[config.mk]
export PLATFORM = sky130hd
export DESIGN_NAME = cfg_bank
export DESIGN_NICKNAME = d
export VERILOG_FILES = /design/src/rtl/cfgbank_pkg.sv /design/src/rtl/cfgbank_ptr.sv /design/src/rtl/cfgbank_reg.sv /design/src/rtl/cfgbank_hold.sv /design/src/rtl/cfg_bank.sv
export SDC_FILE = /design/constraint.sdc
export NUM_CORES = 1
export LEC_CHECK = 0
export BUFFER_PORTS_ARGS = -buffer_cell sky130_fd_sc_hd__buf_2
export CAP_MARGIN = 20
export CORE_ASPECT_RATIO = 0.7
export CORE_UTILIZATION = 40
export DETAILED_ROUTE_END_ITERATION = 7
export SLEW_MARGIN = 20
export SYNTH_ARGS = -nofsm -noshare
export SYNTH_HDL_FRONTEND = slang
export SYNTH_SLANG_ARGS = --single-unit
export TNS_END_PERCENT = 30
[constraint.sdc]
create_clock -name clk -period 6.5 [get_ports clk]
set_input_delay 1.95 -clock clk [delete_from_list [all_inputs] [get_ports clk]]
set_output_delay 1.95 -clock clk [all_outputs]
set_load 0.005 [all_outputs]
[src/rtl/cfgbank_pkg.sv]
// Shared constants for the configuration bank: index map, bit positions
// and per-index masks. Assumes 16-bit registers and 7-bit indices.
package cfgbank_pkg;
    localparam int REG_W      = 16;
    localparam int IDX_BUS    = 2;
    localparam int IDX_LOCK   = 3;
    localparam int IDX_FEAT   = 4;
    localparam int IDX_PORT   = 5;
    localparam int IDX_SCR    = 6;
    localparam int FIRST_CTL  = IDX_BUS;
    localparam int N_CTL      = IDX_PORT - IDX_BUS + 1;
    localparam int BUS_DWORD  = 7;
    localparam int LOCK_EN    = 15;
    localparam int FEAT_SER   = 4;
    localparam int PSEL_LO    = 7;

    // Bits that exist in a register
    function automatic logic [REG_W-1:0] f_impl(int idx);
        case (idx)
            IDX_FEAT: return 16'h0018;
            IDX_BUS, IDX_LOCK, IDX_PORT, IDX_SCR: return 16'hFFFF;
            default: return 16'h0000;
        endcase
    endfunction

    // Bits cleared by the soft reset
    function automatic logic [REG_W-1:0] f_soft(int idx);
        case (idx)
            IDX_BUS:  return 16'h0080;
            IDX_FEAT: return 16'h0018;
            default:  return 16'h0000;
        endcase
    endfunction

    // Bits whose software write needs the lock enable
    function automatic logic [REG_W-1:0] f_gate(int idx);
        return (idx == IDX_FEAT) ? 16'h0018 : 16'h0000;
    endfunction

    // Hard reset value
    function automatic logic [REG_W-1:0] f_def(int idx);
        case (idx)
            IDX_BUS:  return 16'h0A40;
            IDX_PORT: return 16'h0001;
            default:  return 16'h0000;
        endcase
    endfunction
endpackage

[src/rtl/cfgbank_ptr.sv]
// Index pointer register. Loads on a pointer-location write; only the hard
// reset clears it. Assumes the write strobe is qualified by the caller.
module cfgbank_ptr #(
    parameter int PTR_W = 7
) (
    input  logic             clk,
    input  logic             rst_n,
    input  logic             we,
    input  logic [PTR_W-1:0] d,
    output logic [PTR_W-1:0] q
);
    // Hold or load the pointer
    always_ff @(posedge clk) begin
        if (!rst_n)  q <= '0;
        else if (we) q <= d;
    end
endmodule

[src/rtl/cfgbank_reg.sv]
// One defined control register with its reset class and write gating.
// Loader writes win over software writes and skip the lock; soft reset is
// applied after both, so it wins over a same-cycle write of its bits.
module cfgbank_reg
    import cfgbank_pkg::*;
#(
    parameter logic [REG_W-1:0] IMPL = '1,
    parameter logic [REG_W-1:0] SOFT = '0,
    parameter logic [REG_W-1:0] GATE = '0,
    parameter logic [REG_W-1:0] DEF  = '0
) (
    input  logic             clk,
    input  logic             rst_n,
    input  logic             soft_rst,
    input  logic             sw_we,
    input  logic [REG_W-1:0] sw_data,
    input  logic             ld_we,
    input  logic [REG_W-1:0] ld_data,
    input  logic             gate_open,
    output logic [REG_W-1:0] q
);
    logic [REG_W-1:0] nxt;
    logic [REG_W-1:0] keep;

    // Next value: loader, then gated software write, then soft clear
    always_comb begin
        keep = gate_open ? '0 : GATE;
        nxt  = q;
        if (ld_we)      nxt = ld_data & IMPL;
        else if (sw_we) nxt = ((sw_data & ~keep) | (q & keep)) & IMPL;
        if (soft_rst)   nxt = nxt & ~SOFT;
    end

    // State update with hard reset default
    always_ff @(posedge clk) begin
        if (!rst_n) q <= DEF;
        else        q <= nxt;
    end
endmodule

[src/rtl/cfgbank_hold.sv]
// Register with no defined reset value plus a flag that marks it written.
// Data has no reset; the flag is cleared only by the hard reset.
module cfgbank_hold
    import cfgbank_pkg::*;
(
    input  logic             clk,
    input  logic             rst_n,
    input  logic             sw_we,
    input  logic [REG_W-1:0] sw_data,
    input  logic             ld_we,
    input  logic [REG_W-1:0] ld_data,
    output logic [REG_W-1:0] q,
    output logic             valid
);
    // Capture data, loader first
    always_ff @(posedge clk) begin
        if (ld_we)      q <= ld_data;
        else if (sw_we) q <= sw_data;
    end

    // Track that a defined value is held
    always_ff @(posedge clk) begin
        if (!rst_n)              valid <= 1'b0;
        else if (ld_we || sw_we) valid <= 1'b1;
    end
endmodule

[src/rtl/cfg_bank.sv]
// Indirect-access configuration bank top. Pointer location plus data
// location on one port; defined indices come from cfgbank_pkg and all
// others are reserved. Assumes PORT_W >= REG_W and PTR_W <= PORT_W.
module cfg_bank
    import cfgbank_pkg::*;
#(
    parameter int PTR_W  = 7,
    parameter int PORT_W = 32
) (
    input  logic              clk,
    input  logic              rst_n,
    input  logic              soft_rst,
    input  logic              acc_we,
    input  logic              acc_sel,
    input  logic [PORT_W-1:0] acc_wdata,
    output logic [PORT_W-1:0] acc_rdata,
    input  logic              ld_stb,
    input  logic [PTR_W-1:0]  ld_idx,
    input  logic [REG_W-1:0]  ld_data,
    output logic              dword_mode,
    output logic              raw_port_active,
    output logic              cfg_valid
);
    localparam int LOCK_SLOT = IDX_LOCK - FIRST_CTL;
    localparam int FEAT_SLOT = IDX_FEAT - FIRST_CTL;
    localparam int PORT_SLOT = IDX_PORT - FIRST_CTL;
    localparam int BUS_SLOT  = IDX_BUS - FIRST_CTL;

    logic [PTR_W-1:0]            ptr;
    logic [N_CTL-1:0][REG_W-1:0] ctl_q;
    logic [REG_W-1:0]            scr_q;
    logic [REG_W-1:0]            rd_word;
    logic                        sw_hit;
    logic                        lock_open;
    logic                        unused_hi;

    assign sw_hit    = acc_we && acc_sel;
    assign lock_open = ctl_q[LOCK_SLOT][LOCK_EN];
    assign unused_hi = ^acc_wdata[PORT_W-1:REG_W];

    cfgbank_ptr #(.PTR_W(PTR_W)) u_ptr (
        .clk (clk),
        .rst_n (rst_n),
        .we  (acc_we && !acc_sel),
        .d   (acc_wdata[PTR_W-1:0]),
        .q   (ptr)
    );

    for (genvar i = 0; i < N_CTL; i++) begin : g_ctl
        localparam int IDX = FIRST_CTL + i;
        cfgbank_reg #(
            .IMPL (f_impl(IDX)),
            .SOFT (f_soft(IDX)),
            .GATE (f_gate(IDX)),
            .DEF  (f_def(IDX))
        ) u_reg (
            .clk       (clk),
            .rst_n     (rst_n),
            .soft_rst  (soft_rst),
            .sw_we     (sw_hit && (ptr == PTR_W'(IDX))),
            .sw_data   (acc_wdata[REG_W-1:0]),
            .ld_we     (ld_stb && (ld_idx == PTR_W'(IDX))),
            .ld_data   (ld_data),
            .gate_open (lock_open),
            .q         (ctl_q[i])
        );
    end

    cfgbank_hold u_scr (
        .clk     (clk),
        .rst_n   (rst_n),
        .sw_we   (sw_hit && (ptr == PTR_W'(IDX_SCR))),
        .sw_data (acc_wdata[REG_W-1:0]),
        .ld_we   (ld_stb && (ld_idx == PTR_W'(IDX_SCR))),
        .ld_data (ld_data),
        .q       (scr_q),
        .valid   (cfg_valid)
    );

    // Select the register named by the pointer; reserved reads give zero
    always_comb begin
        rd_word = '0;
        for (int i = 0; i < N_CTL; i++) begin
            if (ptr == PTR_W'(FIRST_CTL + i)) rd_word = ctl_q[i];
        end
        if (ptr == PTR_W'(IDX_SCR) && cfg_valid) rd_word = scr_q;
    end

    // Port read: pointer or register, upper half always zero
    always_comb begin
        acc_rdata = '0;
        if (acc_sel) acc_rdata[REG_W-1:0] = rd_word;
        else         acc_rdata[PTR_W-1:0] = ptr;
    end

    assign dword_mode      = ctl_q[BUS_SLOT][BUS_DWORD];
    assign raw_port_active = ctl_q[FEAT_SLOT][FEAT_SER] &&
                             (ctl_q[PORT_SLOT][PSEL_LO+1 -: 2] == 2'b10);
endmodule

==> flow_summary.yaml <==
status:
  status: "finished, final reports clean"
global_route:
  grt_overflow: 0
  grtUsageTotal_pct: 25.06
  grt_max_degree: 58
  grt_pass1_vias: 3316
  antenna_found_initial: 0
  grt_pass1_wl_um: 19400
timing:
  setup_slack_ns: 1.022
  fmax_mhz: 182.6
  hold_viol: 0
  setup-violations-final: 0
  min_period_ns: 5.478
  drv_slew: 0
  fin_skew_ns: 0.004057
  rsz0062_at_grt: "false"
  worst_slew_pin_slew_ns: 1.167
  min_period_over_period_pct: 84.27
  slew_headroom_pct: 21.95
  fin_setup_tns_ns: 0
critical_path:
  arrival_ns: 3.53
  cp.required_ns: 4.55
  critical_path_class: "in2out"
  critPathLaunchType: "input port"
  endpoint_kind: "primary output"
  worst-path-max-fanout: 16
power:
  peakVddDrop_uv: 143.4
  p_per_area_nw_per_um2: 221.0
  p_leak_nw: 2.049
yosys:
  synth_top_cell_by_area: "dfxtp_1"
  yosysUniqueCellTypes: 48
  synth.area.top_cells: "dfxtp_1 28%, mux2i_1 13%, edfxtp_1 12%"
  yosys_warnings: 0
  ys.flop_type: "dfxtp_1"
  synth_area_per_cell_um2: 9.311
  ys_ff_latch: 74
  yosysSeqAreaShare_pct: 39.71
  netlist.area_leader.share_pct: 28.09
  synthArstFlopShare_pct: 0
  synth_edf_count: 16
  syn_inst: 444
  synth_area_um2: 4134
die:
  fp.dieW_um: 123.5
  rows: 30
  io_pins: 96
  coreArea_um2: 9872
  start_util_pct: 41.88
  die-area_um2: 10750
  die_y_um: 87.06
route:
  finalWirelength_um: 12710
  vias_per_cell: 5.910
  first_iter_violations: 499
  drtPass1Iterations: 5
  antenna_left: 0
  wl_per_cell_um: 20.53
  vias: 3658
  drcViolationCount: 0
cts:
  cts_buffers: 9
  cts-root-buf: "clkbuf_16"
  clock_path_buffers: 2
  h-tree-depth: 3
  clk_latency_ns: 0.33
  cts_resized: 0
  holdBufCountCts: 0
  postCtsSetupBuffers: 0
  tritoncts: "done"
  cts.sinks: 74
  cts.clk_slew.worst_paths_ns: 0.06
placement:
  hpwl_um: 8006
  finalWeightedCongestion: 0.8101
  portBuffers: 63
  post-place-ws_ns: 1.032
layout:
  fin_util_pct: 47.59
  finalNetCount: 547
  final_layout_size_suffix_gt1_share_pct: 21.79
  area_growth_pct: 13.65
  num_antenna_cells: 0
job:
  maxCapViolCount: 0
min_path:
  hp-class: "reg2reg"
==> power breakdown <==
part / leakage, nW / switching, W / total (W) / internal, W
Clock: 0.133 / 0.000188 / 0.000467 / 0.000279
Sequential: 0.612 / 0.00000731 / 0.000481 / 0.000474
Combinational: 1.30 / 0.0000551 / 0.0000905 / 0.0000354
==> cells in the final DEF (no fill, tap or decap), types with 3 or more instances in the layout <==
cell type,n
a21o_1,8
a21oi_1,52
a222oi_1,10
and4bb_2,3
buf_2,63
buf_4,3
clkbuf_1,3
clkbuf_16,9
conb_1,16
dfxtp_1,58
edfxtp_1,16
inv_1,11
mux2_2,17
mux2i_1,52
nand2_1,7
nand2b_1,3
nand3_1,3
nand4_1,10
nand4b_1,3
nor2_1,23
nor2b_1,14
o211a_1,4
o21a_1,3
o21ai_0,63
o22ai_1,6
==> layout make-up <==
| cell class | count | area, um2 |
|---|---|---|
| Inverter | 11 | 41.29 |
| Fill cell | 983 | 5174 |
| Multi-Input combinational cell | 324 | 2241 |
| Sequential cell | 74 | 1642 |
| Clock buffer | 14 | 264.0 |
| Clock inverter | 2 | 12.51 |
| Timing Repair Buffer | 66 | 337.8 |
| Tap cell | 128 | 160.2 |
==> worst paths after layout <==
path	cells after the start	endpoint	slack (ns)	start
min reg2reg	2	g_ctl[3].u_reg.q[0]$_SDFFE_PN1P_	0.51	g_ctl[3].u_reg.q[0]$_SDFFE_PN1P_
max	6	acc_rdata[15]	1.02	acc_sel
min	2	g_ctl[3].u_reg.q[0]$_SDFFE_PN1P_	0.51	g_ctl[3].u_reg.q[0]$_SDFFE_PN1P_
max reg2reg	5	g_ctl[0].u_reg.q[12]$_SDFFE_PN0P_	4.00	u_ptr.q[6]$_SDFFE_PN0P_
==> cell usage after synthesis, types with 2 or more instances <==
library cell	instances
o21ai_0	63
dfxtp_1	58
a21oi_1	52
mux2i_1	52
clkbuf_1	24
nor2_1	23
buf_4	20
mux2_2	17
edfxtp_1	16
nor2b_1	14
inv_1	11
a222oi_1	10
nand4_1	10
a21o_1	8
nand2_1	7
o22ai_1	6
o211a_1	4
and4bb_2	3
buf_2	3
nand2b_1	3
nand3_1	3
nand4b_1	3
o21a_1	3
a211oi_1	2
a32oi_1	2
and3_1	2
nor3_1	2
nor4b_2	2
o2bb2ai_1	2
==> logic make-up after synthesis <==
group	Yosys count	synth area share (%)
other cells	1	0.09071
mux	69	17.22
simple gates	81	12.44
flops	74	39.71
compound gates	158	22.88
buf+inv	61	7.657
==> stage by stage <==
| step | instances | hold slack, ns | cell area [um2] | power (W) |
|---|---|---|---|---|
| floorplan | 459 | 0.4879 | 4190 | 0.0005471 |
| global placement | 603 | 0.5061 | 4422 | 0.0005782 |
| detailed placement | 603 | 0.5162 | 4422 | 0.0005799 |
| CTS | 619 | 0.5242 | 4698 | 0.001044 |
| global route | 619 | 0.5518 | 4698 | 0.001071 |
| finish | 619 | 0.5136 | 4698 | 0.001038 |
==> flip-flops by register name, summed over array words and instances (netlist names), named ones only <==
| signal | cells |
|---|---|
| u_scr.valid | 1 |
| u_scr.q | 16 |
| g_ctl.u_reg.q | 48 |
| u_ptr.q | 7 |
==> metal layers <==
layer  up-vias  track usage [%]  wire length, um
li1       1715                -                -
met1      1750            37.08             5973
met2       184            36.57             5517
met3         9            5.236             1122
met4         0            6.572               96
met5         -                0                0
==> worst max-delay path: stages <==
cell	delay (ns)
buf_2	0.27
nor4b_4	0.64
buf_4	0.31
o21ai_0	0.11
nor2_1	0.12
buf_2	0.12
(Power assumes the default switching activity.)
